## src/rtl/bw_mult.sv

```systemverilog
module bw_mult #(
  parameter int W       = 16,
  parameter int HW      = 8,
  parameter bit OUT_REG = 1'b1
) (
  input  logic            clk,
  input  logic            rst_n,
  input  logic            in_valid,
  input  logic            half_mode,
  input  logic [W-1:0]    op_a,
  input  logic [W-1:0]    op_b,
  output logic [2*W-1:0]  prod,
  output logic            out_valid
);
  localparam int PW = 2 * W;
  localparam int HP = 2 * HW;
  localparam logic [PW-1:0] CORR_F = (PW'(1) << W)  | (PW'(1) << (PW - 1));
  localparam logic [PW-1:0] CORR_H = (PW'(1) << HW) | (PW'(1) << (HP - 1));

  function automatic logic [PW-1:0] fa_row(input logic [PW-1:0] x, input logic [PW-1:0] y);
    logic [PW-1:0] s;
    logic c;
    c = 1'b0;
    for (int k = 0; k < PW; k++) begin
      s[k] = x[k] ^ y[k] ^ c;
      c    = (x[k] & y[k]) | (x[k] & c) | (y[k] & c);
    end
    return s;
  endfunction

  genvar i, j;
  generate
    for (i = 0; i < W; i++) begin : g_row
      logic [W-1:0]  pp;
      logic [PW-1:0] sum;
      for (j = 0; j < W; j++) begin : g_cell
        localparam bit INV_F = (i == W - 1) != (j == W - 1);
        localparam bit INV_H = (i == HW - 1) != (j == HW - 1);
        localparam bit EN_H  = (i < HW) && (j < HW);
        logic en, inv;
        assign en    = half_mode ? EN_H : 1'b1;
        assign inv   = half_mode ? INV_H : INV_F;
        assign pp[j] = en & ((op_a[j] & op_b[i]) ^ inv);
      end
      if (i == 0) begin : g_first
        assign sum = fa_row(half_mode ? CORR_H : CORR_F, {{W{1'b0}}, pp});
      end else begin : g_next
        assign sum = fa_row(g_row[i-1].sum, {{W{1'b0}}, pp} << i);
      end
    end
  endgenerate

  logic [PW-1:0] raw, sel;
  assign raw = g_row[W-1].sum;
  assign sel = half_mode ? {{(PW-HP){raw[HP-1]}}, raw[HP-1:0]} : raw;

  generate
    if (OUT_REG) begin : g_reg
      always_ff @(posedge clk or negedge rst_n) begin
        if (!rst_n) begin
          prod      <= '0;
          out_valid <= 1'b0;
        end else begin
          prod      <= sel;
          out_valid <= in_valid;
        end
      end

      AST_VALID_RISE: assert property (@(posedge clk) disable iff (!rst_n)
        in_valid |=> out_valid);
      AST_VALID_DROP: assert property (@(posedge clk) disable iff (!rst_n)
        !in_valid |=> !out_valid);
      AST_HALF_SIGNEXT: assert property (@(posedge clk) disable iff (!rst_n)
        (out_valid && $past(half_mode)) |-> (prod[PW-1:HP] == {(PW-HP){prod[HP-1]}}));
      AST_ZERO_OPERAND: assert property (@(posedge clk) disable iff (!rst_n)
        ($past(rst_n) && $past(in_valid) && $past(op_a) == '0) |-> (prod == '0));
      AST_MOST_NEG: assert property (@(posedge clk) disable iff (!rst_n)
        ($past(rst_n) && $past(in_valid) && !$past(half_mode) &&
         $past(op_a) == (W'(1) << (W-1)) && $past(op_b) == (W'(1) << (W-1)))
        |-> (prod == (PW'(1) << (PW-2))));
    end else begin : g_comb
      assign prod      = sel;
      assign out_valid = in_valid;
    end
  endgenerate
endmodule

```

## config.mk

```make
export PLATFORM = sky130hd
export DESIGN_NAME = bw_mult
export DESIGN_NICKNAME = d
export VERILOG_FILES = /design/src/rtl/bw_mult.sv
export SDC_FILE = /design/constraint.sdc
export NUM_CORES = 1
export LEC_CHECK = 0
export CORE_ASPECT_RATIO = 0.75
export CORE_MARGIN = 2
export CORE_UTILIZATION = 40
export DETAILED_ROUTE_END_ITERATION = 16
export HOLD_SLACK_MARGIN = 0.03
export PLACE_DENSITY_LB_ADDON = 0.2
export SETUP_SLACK_MARGIN = 0.5
export SLEW_MARGIN = 40
export SYNTH_ARGS = -nofsm -noshare
export SYNTH_HDL_FRONTEND = slang
export SYNTH_SLANG_ARGS = --single-unit
export TNS_END_PERCENT = 30
```

## constraint.sdc

```tcl
create_clock -name clk -period 0.8 [get_ports clk]
set_clock_uncertainty 0.2 [all_clocks]
set_input_delay 0.12 -clock clk [delete_from_list [all_inputs] [get_ports clk]]
set_output_delay 0.12 -clock clk [all_outputs]
set_load 0.02 [all_outputs]
```

# == After elaboration in Yosys (flattened, before gate mapping) ==
# Cells that the tools add are included.
# W data, S select, Z words.
# classes
muxes,4
n_bitwise,2474
# op_table
operator,n
$and A1 B1 Y1,1304
$xor A1 B1 Y1,688
$or A1 B1 Y1,480
$mux W32,2
$mux W1,2
$not A1 Y1,2
# word_totals
register_bits,33

# == Longest topological paths before layout ==
# logic_depth
ltp_word,123
ltp_mapped,65

# == Worst setup path before layout ==
# No wires, ideal clock.
# synth_timing
path_type,input-to-reg
start,input op_a[0]
end,register prod[31]
setup_ns,0.123
arrival_time_ns,20.688
t_required_ns,0.477
slack_ns,-20.211
path_stages,51
path_buffers,1
cell_sequence,clkbuf_1 -> and2_1 -> ha_1 -> fa_1 -> fa_1 -> fa_1 -> fa_1 -> fa_1 -> fa_1 -> fa_1 -> fa_1 -> fa_1 -> fa_1 -> fa_1 -> fa_1 -> inv_1 -> fa_1 -> inv_1 -> [15 not listed] -> fa_1 -> fa_1 -> fa_1 -> fa_1 -> fa_1 -> fa_1 -> fa_1 -> fa_1 -> fa_1 -> fa_1 -> fa_1 -> fa_1 -> inv_1 -> fa_1 -> fa_1 -> fa_1 -> xnor2_1 -> a21oi_1
# synth_via
elab_chain_cells,123
word_cells_on_any_way,1920
# synth_rtl
element,line_no,source
"start, declared",10,"input logic [W-1:0] op_a,"
$and A1 B1 Y1,43,assign pp[j] = en & ((op_a[j] & op_b[i]) ^ inv);
$and A1 B1 Y1 (2 in a row),26,c = (x[k] & y[k]) | (x[k] & c) | (y[k] & c);
$or A1 B1 Y1 (2 in a row),26,
$and A1 B1 Y1,26,
$or A1 B1 Y1 (2 in a row),26,
$and A1 B1 Y1,26,
$or A1 B1 Y1 (2 in a row),26,
$and A1 B1 Y1,26,
[101 not listed],n/a,
$or A1 B1 Y1 (2 in a row),26,
$and A1 B1 Y1,26,
$or A1 B1 Y1 (2 in a row),26,
$and A1 B1 Y1,26,
$or A1 B1 Y1 (2 in a row),26,
$xor A1 B1 Y1,25,s[k] = x[k] ^ y[k] ^ c;
$mux W32 *,55,"assign sel = half_mode ? {{(PW-HP){raw[HP-1]}}, raw[HP-1:0]} : raw;"
named net sel[31],53,"logic [PW-1:0] raw, sel;"
"end signal, assigned",64,prod <= sel;
"end, declared",12,"output logic [2*W-1:0] prod,"
# The timed path passes the listed nets; every way through them passes the cells marked *.

# == Final worst setup path ==
# layout_timing
start,input op_b[0]
end,register prod[30]
# layout_via
elab_chain_cells,120
word_cells_on_any_way,1916
# layout_rtl
element,line_no,source
"start, declared",11,"input logic [W-1:0] op_b,"
$and A1 B1 Y1,43,
$and A1 B1 Y1 (2 in a row),26,
$or A1 B1 Y1 (2 in a row),26,
$and A1 B1 Y1,26,
$or A1 B1 Y1 (2 in a row),26,
$and A1 B1 Y1,26,
$or A1 B1 Y1 (2 in a row),26,
$and A1 B1 Y1,26,
[100 not listed],n/a,
$or A1 B1 Y1 or $and A1 B1 Y1 (tied branches),26,
$and A1 B1 Y1 or $or A1 B1 Y1 (tied branches),26,
$or A1 B1 Y1,26,
$or A1 B1 Y1 or $and A1 B1 Y1 (tied branches),26,
$xor A1 B1 Y1 or $or A1 B1 Y1 (tied branches) (2 in a row),"25, 26",
$xor A1 B1 Y1,25,
$mux W32 *,55,
named net sel[30],53,
# Marked as above.

==> flow_summary.toml <==
[run_status]
status = "finished with violations"
violations = "negative hold slack, negative setup slack"

[sta]
setup_tns_ps = -351890
setup_ws_ps = -18380
min_period_over_period = 24.0
max_freq_mhz = 52.1
setup_viol = 63
hold_violations = 36
grt_setup_unrepaired = "true"
fin_crit_ps = 19180
maxSlewViolCount = 0
holdWs_ps = -420

[drt]
first_pass_iters = 5
drc = 0
via_per_inst = 4.81
drt_wl_total_um = 18500
ant_nets = 0
avgRoutedWirePerCell_um = 17.1
vias = 5199
drtIter0Drc = 147

[die]
start_util = 0.406
dieArea_mm2 = 0.0216
core_region_area_mm2 = 0.0202
ios = 69
rows = 45
die_h_um = 128
die_x_um = 169

[clock_network]
cts_tree = "built"
clock_path_buffers = 2
htreeDepth = 2
ctsRootBufferMaster = "clkbuf_16"
numCtsBuffers = 5
path_clk_slew_ps = 50
postCtsSetupRepairBufs = 0
clkSinkCount = 33

[run]
maxCapViolations = 0

[logic_synthesis]
synth_area_mm2 = 0.00819
ys_seq_elements = 33
synth_ff_type = "dfrtp_1"
synth.area.top_cells = "fa_1 55%, and2_1 15%, dfrtp_1 10%, ha_1 5.0%, nand2_1 3.1%"
syn_area_per_cell_um2 = 11.3
postSynth.asyncResetShare = 1.00
yosysUniqueCellTypes = 24
synth_top_area_frac = 0.550
synth_edf_count = 0
synth_top_area_cell = "fa_1"
synthesis.nets = 1017
seq_area_frac_synth = 0.101
yosys_warnings = 0
synthCells = 723

[global_routing]
grt_pass1_wl_um = 32500
grt_antenna_before_repair = 0
overflow = 0
track_usage = 0.192
grt_pass1_vias = 6255
grt_max_degree = 61

[cells_and_area]
final_cells = 1080
nets = 1115
fillerInstances = 1789
antenna_cells = 0
syn_to_final_growth_pct = 23.9
register_area_um2 = 826
multiInputGateArea_mm2 = 0.00760
final_layout_size_suffix_gt1_frac = 0.462

[critical_path]
worstSetupPathType = "in -> reg"
arrival_ps = 19140
start_kind = "primary input"
required_ps = 760
crit_fanout = 4
endpoint_kind = "flip-flop"
max_stage_delay_ps = 590
crit_top_cell = "fa_2"
crit_path_top_delay_cell = "fa_2"

[placement]
placed_cells = 1072
io_buffers = 68
dp_hpwl_um = 16500
dp_slack_ps = -19320
place_congestion = 0.817

[hold_path]
min_path_type = "in -> async"
-- synthesized netlist by cell type (2+ instances only) --
cell      count
a21oi_1       8
buf_6         3
fa_1        225
xnor2_1      16
inv_1        61
dfrtp_1      33
ha_1         33
nor2b_4       6
buf_12        2
buf_2         6
nand2_1      67
nor2b_1      16
clkbuf_1     26
o21ai_0      12
and2_1      191
a21oi_2      10
-- sequential cells by signal, summed over array words and instances (netlist names) --
| register | count |
|---|---|
| out_valid | 1 |
| prod | 32 |
-- cell families after synthesis --
| group | synth area share |
|---|---|
| buffers and inverters | 0.0558 |
| XOR/XNOR | 0.0171 |
| AND/OR/NAND/NOR | 0.202 |
| adder cells (fa/ha/maj) | 0.601 |
| flip-flops | 0.101 |
| other | 0.000458 |
| AO/OA/AOI/OAI | 0.0229 |
-- metrics by stage --
| stage | instance area, µm² | utilization |
|---|---|---|
| 3_5_place_dp | 9950 | 0.494 |
| 3_3_place_gp | 9950 | 0.494 |
| 4_1_cts | 10100 | 0.501 |
| 5_1_grt | 10100 | 0.503 |
| 2_1_floorplan | 8690 | - |
| 6_report | 10100 | 0.503 |
-- worst max-delay path: cells and delay by family --
family,cells,cell delay (ps)
and+or+nand+nor,1,150
AOI/OAI and AO/OA,1,50
buffers and inverters,8,440
adders and majority gates,44,18330
-- layer usage --
layer,global-route usage,vias up,wire length [µm],part of all wire
met2,0.343,73,9660,0.52
li1,-,2335,-,-
met1,0.255,2772,8090,0.44
met3,0.0198,19,430,0.023
met5,0,-,0,0
met4,0.0427,0,319,0.017
-- worst paths after layout --
kind / startpoint / end / slack, ps / cells past startpoint
max in group asynchronous: rst_n / prod[21] / 630 / 2
worst max-delay path: op_b[0] / prod[30] / -18380 / 54
worst min-delay path: rst_n / prod[11] / -420 / 2
min in group clk: in_valid / out_valid / -260 / 1
-- placed cells by master, fill, tap and decap left out --
master           instances
fa_1                    28
inv_2                   31
a21oi_1                  5
nand2_1                 67
dfrtp_1                 33
and3_1                   1
clkdlybuf4s50_1         26
and2_1                 188
buf_8                    1
clkbuf_16                5
xnor2_2                  1
conb_1                   1
buf_4                   58
buf_12                   4
clkbuf_1                 1
buf_6                    3
nand3_1                  1
xnor2_1                 15
inv_1                   30
buf_2                   36
and2b_1                  1
and2_4                   3
nor2b_1                 16
o21ai_1                  4
inv_4                    1
ha_1                    20
clkbuf_2                 1
clkinv_2                 2
a21oi_2                 13
o21ai_0                  3
o21ai_2                  5
ha_4                    13
dlygate4sd2_1            1
fa_2                   197
nand3b_1                 1
nor2b_4                  6
-- layout make-up --
class | count | share of cell area
repair buffers | 130 | 0.100
clock inverters | 2 | 0.000987
well taps | 258 | 0.0318
flip-flops and latches | 33 | 0.0814
multi-input cells | 589 | 0.750
inverters | 62 | 0.0232
clock buffers | 6 | 0.0127
-- what timing repair did --
action | in CTS | in global routing
setup endpoints to repair | 99 | 98
hold endpoints to repair | 36 | 36
pin swaps | 34 | 57
resized for setup | 197 | 17
Power is not shown: default switching activity piles up to over one toggle a cycle in this logic, so the estimate is an artifact.
